### config.mk
export PLATFORM = sky130hd
export DESIGN_NAME = pgt_timer_top
export DESIGN_NICKNAME = d
export VERILOG_FILES = /design/src/rtl/pgt_pkg.sv /design/src/rtl/pgt_edge_det.sv /design/src/rtl/pgt_cfg_latch.sv /design/src/rtl/pgt_interval_ctr.sv /design/src/rtl/pgt_ctrl.sv /design/src/rtl/pgt_timer_top.sv
export SDC_FILE = /design/constraint.sdc
export NUM_CORES = 1
export LEC_CHECK = 0
export BUFFER_PORTS_ARGS = -buffer_cell sky130_fd_sc_hd__buf_2
export CAP_MARGIN = 20
export CORE_AREA = 2 2 107 109
export CTS_BUF_LIST = sky130_fd_sc_hd__clkbuf_16
export DETAILED_ROUTE_END_ITERATION = 10
export DIE_AREA = 0 0 109 111
export GPL_ROUTABILITY_DRIVEN = 0
export SYNTH_ARGS = -nofsm -noshare
export SYNTH_HDL_FRONTEND = slang
export SYNTH_HIERARCHICAL = 1
export SYNTH_SLANG_ARGS = --single-unit
### constraint.sdc
create_clock -name clk -period 10.7 [get_ports clk]
set_input_delay 0.535 -clock clk [delete_from_list [all_inputs] [get_ports clk]]
set_output_delay 0.535 -clock clk [all_outputs]
set_load 0.02 [all_outputs]
### src/rtl/pgt_pkg.sv
package pgt_pkg;

    typedef enum logic [1:0] {
        ST_UNCFG = 2'd0,
        ST_ON    = 2'd1,
        ST_OFF   = 2'd2,
        ST_PARK  = 2'd3
    } pgt_state_e;

    typedef enum logic {
        MODE_SINGLE   = 1'b0,
        MODE_PERIODIC = 1'b1
    } pgt_mode_e;

    // events produced by the interval counter on a tick
    typedef struct packed {
        logic cut;   // enable must drop: rest window begins
        logic last;  // final tick of the interval
    } pgt_ctr_ev_t;

    // controls from the sequencer to the counter
    typedef struct packed {
        logic clr;   // restart counting from zero
        logic run;   // an interval is in progress
    } pgt_ctl_t;

    function automatic logic [31:0] pgt_clamp(input logic [31:0] v,
                                              input logic [31:0] lo,
                                              input logic [31:0] hi);
        if (v < lo)
            return lo;
        else if (v > hi)
            return hi;
        return v;
    endfunction

endpackage

### src/rtl/pgt_edge_det.sv
module pgt_edge_det #(
    parameter int STAGES = 2
) (
    input  logic clk,
    input  logic rst,
    input  logic d_in,
    output logic level,
    output logic rise
);

    logic prev;

    generate
        if (STAGES == 0) begin : g_direct
            assign level = d_in;
        end else begin : g_sync
            logic [STAGES-1:0] sr;
            always_ff @(posedge clk) begin
                if (rst)
                    sr <= '0;
                else
                    sr <= (sr << 1) | STAGES'(d_in);
            end
            assign level = sr[STAGES-1];
        end
    endgenerate

    always_ff @(posedge clk) begin
        if (rst)
            prev <= 1'b0;
        else
            prev <= level;
    end

    assign rise = level & ~prev;

endmodule

### src/rtl/pgt_cfg_latch.sv
module pgt_cfg_latch
    import pgt_pkg::*;
#(
    parameter int MIN_TICKS = 100,
    parameter int MAX_TICKS = 7200000,
    localparam int CNT_W = $clog2(MAX_TICKS + 1)
) (
    input  logic             clk,
    input  logic             rst,
    input  logic             cfg_valid,
    input  logic             cfg_periodic,
    input  logic [CNT_W-1:0] cfg_interval,
    output logic             go,
    output logic             locked,
    output pgt_mode_e        mode,
    output logic [CNT_W-1:0] len
);

    logic valid_q;
    logic [CNT_W-1:0] bounded;

    assign bounded = CNT_W'(pgt_clamp(32'(cfg_interval), 32'(MIN_TICKS), 32'(MAX_TICKS)));
    assign go      = cfg_valid & ~valid_q & ~locked;

    always_ff @(posedge clk) begin
        if (rst) begin
            valid_q <= 1'b0;
            locked  <= 1'b0;
            mode    <= MODE_SINGLE;
            len     <= CNT_W'(MIN_TICKS);
        end else begin
            valid_q <= cfg_valid;
            if (go) begin
                locked <= 1'b1;
                mode   <= pgt_mode_e'(cfg_periodic);
                len    <= bounded;
            end
        end
    end

endmodule

### src/rtl/pgt_interval_ctr.sv
module pgt_interval_ctr
    import pgt_pkg::*;
#(
    parameter int MAX_TICKS = 7200000,
    parameter int OFF_TICKS = 50,
    localparam int CNT_W = $clog2(MAX_TICKS + 1)
) (
    input  logic             clk,
    input  logic             rst,
    input  pgt_ctl_t         ctl,
    input  logic             tick,
    input  logic [CNT_W-1:0] len,
    output pgt_ctr_ev_t      ev
);

    logic [CNT_W-1:0] cnt;
    logic             step;

    assign step    = ctl.run & tick;
    assign ev.last = step & (cnt == len - CNT_W'(1));
    assign ev.cut  = step & (cnt == len - CNT_W'(OFF_TICKS + 1));

    always_ff @(posedge clk) begin
        if (rst || ctl.clr)
            cnt <= '0;
        else if (step)
            cnt <= ev.last ? '0 : cnt + CNT_W'(1);
    end

endmodule

### src/rtl/pgt_ctrl.sv
module pgt_ctrl
    import pgt_pkg::*;
(
    input  logic        clk,
    input  logic        rst,
    input  logic        go,
    input  pgt_mode_e   mode,
    input  pgt_ctr_ev_t ev,
    input  logic        done_rise,
    input  logic        man_rise,
    input  logic        man_level,
    output logic        drv,
    output logic        ack,
    output logic        missed,
    output pgt_ctl_t    ctl
);

    pgt_state_e st, st_nxt;
    logic done_ok;
    logic fresh;

    assign done_ok = done_rise & ~man_level;

    always_comb begin
        st_nxt = st;
        unique case (st)
            ST_UNCFG: if (go) st_nxt = ST_ON;
            ST_ON:    if (ev.cut || done_ok) st_nxt = ST_OFF;
            ST_OFF: begin
                if (man_rise)
                    st_nxt = ST_ON;
                else if (ev.last)
                    st_nxt = (mode == MODE_PERIODIC) ? ST_ON : ST_PARK;
            end
            ST_PARK:  if (man_rise) st_nxt = ST_ON;
            default:  st_nxt = ST_UNCFG;
        endcase
    end

    assign fresh = (st_nxt == ST_ON) && (st != ST_ON);

    always_comb begin
        ctl.clr = fresh;
        ctl.run = (st == ST_ON) || (st == ST_OFF);
    end

    always_ff @(posedge clk) begin
        if (rst) begin
            st     <= ST_UNCFG;
            drv    <= 1'b0;
            ack    <= 1'b0;
            missed <= 1'b0;
        end else begin
            st  <= st_nxt;
            drv <= (st_nxt == ST_ON);
            if (fresh)
                ack <= 1'b0;
            else if (st == ST_ON && done_ok)
                ack <= 1'b1;
            if (st == ST_OFF && !man_rise && ev.last)
                missed <= ~ack;
        end
    end

endmodule

### src/rtl/pgt_timer_top.sv
module pgt_timer_top
    import pgt_pkg::*;
#(
    parameter int MIN_TICKS   = 100,
    parameter int MAX_TICKS   = 7200000,
    parameter int OFF_TICKS   = 50,
    parameter int SYNC_STAGES = 2,
    localparam int CNT_W = $clog2(MAX_TICKS + 1)
) (
    input  logic             clk,
    input  logic             rst,
    input  logic             tick,
    input  logic             cfg_valid,
    input  logic             cfg_periodic,
    input  logic [CNT_W-1:0] cfg_interval,
    input  logic             done_in,
    input  logic             man_start,
    output logic             drv_en,
    output logic             cfg_locked,
    output logic             ack_seen,
    output logic             no_ack
);

    logic             go;
    pgt_mode_e        mode;
    logic [CNT_W-1:0] len;
    logic             done_lvl, done_rise;
    logic             man_lvl, man_rise;
    pgt_ctr_ev_t      ev;
    pgt_ctl_t         ctl;

    pgt_cfg_latch #(
        .MIN_TICKS(MIN_TICKS),
        .MAX_TICKS(MAX_TICKS)
    ) u_cfg (
        .clk(clk), .rst(rst), .cfg_valid(cfg_valid), .cfg_periodic(cfg_periodic),
        .cfg_interval(cfg_interval), .go(go), .locked(cfg_locked), .mode(mode), .len(len)
    );

    pgt_edge_det #(.STAGES(SYNC_STAGES)) u_done (
        .clk(clk), .rst(rst), .d_in(done_in), .level(done_lvl), .rise(done_rise)
    );

    pgt_edge_det #(.STAGES(0)) u_man (
        .clk(clk), .rst(rst), .d_in(man_start), .level(man_lvl), .rise(man_rise)
    );

    pgt_interval_ctr #(
        .MAX_TICKS(MAX_TICKS),
        .OFF_TICKS(OFF_TICKS)
    ) u_ctr (
        .clk(clk), .rst(rst), .ctl(ctl), .tick(tick), .len(len), .ev(ev)
    );

    pgt_ctrl u_ctrl (
        .clk(clk), .rst(rst), .go(go), .mode(mode), .ev(ev),
        .done_rise(done_rise), .man_rise(man_rise), .man_level(man_lvl),
        .drv(drv_en), .ack(ack_seen), .missed(no_ack), .ctl(ctl)
    );

    logic unused_lvl;
    assign unused_lvl = done_lvl;

endmodule

==> metrics <==
status=finished clean; HPWL Detailed=8.70 mm; WP data required=10.89 ns; Hold EP=u_done/g_sync.sr[0]; die height=111 um; post-layout net count=553; vias in the first global route=3679; RSZ-0062 raised after global routing=false; CTS Buf Count=9; Multi-input gate area=2920 sq um; Synth area leader=dfxtp_1; Final Core Density=between 40% and 50%; Tcrit/Tclk final=slightly below 50%; die area=12100 sq um; Routed WL per cell=approximately 18 um; Synth Warn #=6; Post-DP Area=4500 sq um; ANT nets after route=0; Final Hold Vio Count=0; synthesized cell area=4280 sq um; Critical Path End Type=register; Final Total Pwr=0.668 mW; crit-path max FO=22; number of synthesized flops with an enable pin=0; layout cells sized above 1=around 15%; slew at the pin closest to its max-slew limit=0.863 ns; Initial Utilization=38.6%; total iterations of the first detailed-routing run=5; CTS tree=yes; grt ovf=0; Max clock buf depth=2; slew margin rel.=42.5%; CP startpoint kind=register; CTS Root Cell=clkbuf_16; PwrDens=140 nW/um^2; fmax=approximately 190 MHz; hold_buf cts=0; Total Routed Length=around 12 mm; Core ar.=11100 sq um; hold crit path type=in -> reg; Area contributors post-synth=dfxtp_1 27%, xnor2_1 9.0%, xor2_1 4.5%; RR Startpoint=u_cfg/len[2]; critical path class=reg -> reg; Critical R2R Capture=u_ctr/cnt[0]; fin area=4780 sq um; # port buffers=33; setup TNS=0 ns; cell row count=39; syn nets=534; top_reg_cell synth=dfxtp_1; maxcap violations=0; post-CTS setup buffer count=0; Fillers=between 1000 and 1500; Reg area=1160 sq um; Max VDD drop=0.0000716 V; Tmin final=5.19 ns; DR vias/cell=a little under 6; DRC violation total after the first TritonRoute iteration=415; die span in x=around 110 um; initial antenna violation count=0; Syn Inst Count=497; I/O pins=34; vias=3929; hold path start=done_in; global-route wire length before repair=approximately 19 mm; Worst EP arrival=5.38 ns; top cells by count, synth=58 x dfxtp_1, 47 x nand2_1, 44 x xnor2_1, 25 x nor2_1; Yosys reg bits=a little under 60; Syn Area/Cell=8.61 sq um; clk slew on worst S/H paths=0.05 ns; worst skew pair latency=0.33 ns; DR DRC count=0; H-tree depth=3; worst hold stages=2; All-Layer GR Usage=20.1%; unique cell type count in the Yosys netlist=74; TritonCTS Sinks=58; R2R setup slack=5.51 ns; worst reg2reg path depth=15; PostCTS Resize Cnt=0; Final setup viols=0; P&R area growth vs syn=11.7%; n_diodes=0; most numerous cell in the Yosys netlist=dfxtp_1; fin. max-slew vios=0; Post-synth ARST share=0%; pin count of the biggest net entering global routing=44; register area share after synthesis=27.1%; clock skew=slightly below 0.009 ns; Yosys top cell area share=27.1%; Static Leak=1.61 nW; worst hold margin=roughly 0.42 ns
-- routing by layer --
metal	track usage (%)	up-vias	share of wire, %
met2	30.9	150	45
li1	-	1919	-
met5	0	-	0
met1	27.1	1828	46
met3	3.82	32	5.1
met4	8.89	0	3.3
-- logic make-up after synthesis --
logic type / Yosys count / synth area share (%)
flops: 58 / 27.1
xor+xnor: 66 / 13.5
buf+inv: 42 / 4.88
mux: 4 / 0.935
compound gates: 116 / 23.0
simple gates: 204 / 28.5
fa+ha+maj: 7 / 2.05
-- worst max-delay path, stage by stage, from the launching register on --
cell and delay [ns]:
dfxtp_1 0.46, nor4_4 0.59, nand4_4 0.24, o41ai_1 0.40, nand4_1 0.23, nor3_4 0.21, buf_4 0.34, and3_1 0.27
o21ai_0 0.11, a32o_1 0.25, nor3_2 0.18, and2_1 0.72, nor2_1 0.37, and3_1 0.31, nor4_1 0.25, a21oi_1 0.11
-- area by class of cell --
| class | count | area share [%] |
|---|---|---|
| tap | 143 | 3.74 |
| multi-input combinational | 397 | 61.0 |
| sequential | 58 | 24.3 |
| clock buffer | 9 | 4.71 |
| clock inverter | 6 | 1.05 |
| timing repair buffer | 38 | 4.24 |
| inverter | 12 | 0.942 |
-- how the worst max path moves through the flow --
stage | start | end | slack (ns) | depth (start not counted)
3_3_place_gp | u_cfg/len[2] | u_ctr/cnt[1] | 5.79 | 15
3_5_place_dp | u_cfg/len[2] | u_ctr/cnt[0] | 5.62 | 15
4_1_cts | u_cfg/len[2] | u_ctr/cnt[0] | 5.60 | 15
5_1_grt | u_cfg/len[2] | u_ctr/cnt[0] | 5.18 | 15
2_1_floorplan | u_cfg/len[3] | u_ctr/cnt[0] | 6.99 | 18
6_report | u_cfg/len[2] | u_ctr/cnt[0] | 5.51 | 15
-- flip-flops by register name, indices dropped and copies added, names as in the netlist --
register / cells
u_ctr/cnt: 23
u_ctrl/drv: 1
u_done/prev: 1
u_cfg/len: 23
u_ctrl/ack: 1
u_man/prev: 1
u_cfg/valid_q: 1
u_ctrl/st: 2
u_done/g_sync.sr: 2
u_cfg/locked: 1
u_ctrl/missed: 1
u_cfg/mode: 1
-- where the power goes --
part           leakage [nW]  internal, mW  switching (mW)  total, mW
clock                 0.139         0.175          0.0987      0.274
combinational          1.00        0.0554          0.0963      0.152
sequential            0.472         0.226          0.0168      0.243
total                  1.61         0.456           0.212      0.668
-- cells in the final DEF, fill, tap and decap left out, types with 4 or more instances in the layout --
master / netlist / final
xor2_1: 22 / 22
o21ai_0: 8 / 8
clkinv_1: 1 / 4
nor4_1: 20 / 20
nor3_1: 18 / 18
ha_1: 7 / 7
mux2i_1: 4 / 4
a221oi_1: 7 / 7
o31ai_1: 4 / 4
xnor2_1: 44 / 44
buf_4: 3 / 5
nand4_1: 8 / 8
o21a_1: 4 / 4
nor3b_1: 4 / 4
dfxtp_1: 58 / 58
clkbuf_16: 0 / 9
and3_1: 11 / 11
nand2_1: 47 / 47
buf_2: 2 / 33
a22o_1: 9 / 9
nor2_1: 25 / 25
nand3_1: 18 / 18
and4_1: 5 / 5
nor2b_1: 9 / 9
a2111oi_2: 11 / 11
inv_1: 11 / 12
a211oi_1: 7 / 7
a21oi_1: 22 / 22
or3_1: 4 / 4
o211ai_1: 8 / 8
or4_1: 4 / 4
nand4b_1: 4 / 4
-- stage by stage --
stage	std cells	setup WS [ns]
detailed placement	648	5.62
global placement	648	5.79
CTS	663	5.60
global route	663	5.18
finish	663	5.51
floorplan	497	6.99
No activity file was read; power rests on OpenSTA's default activity.
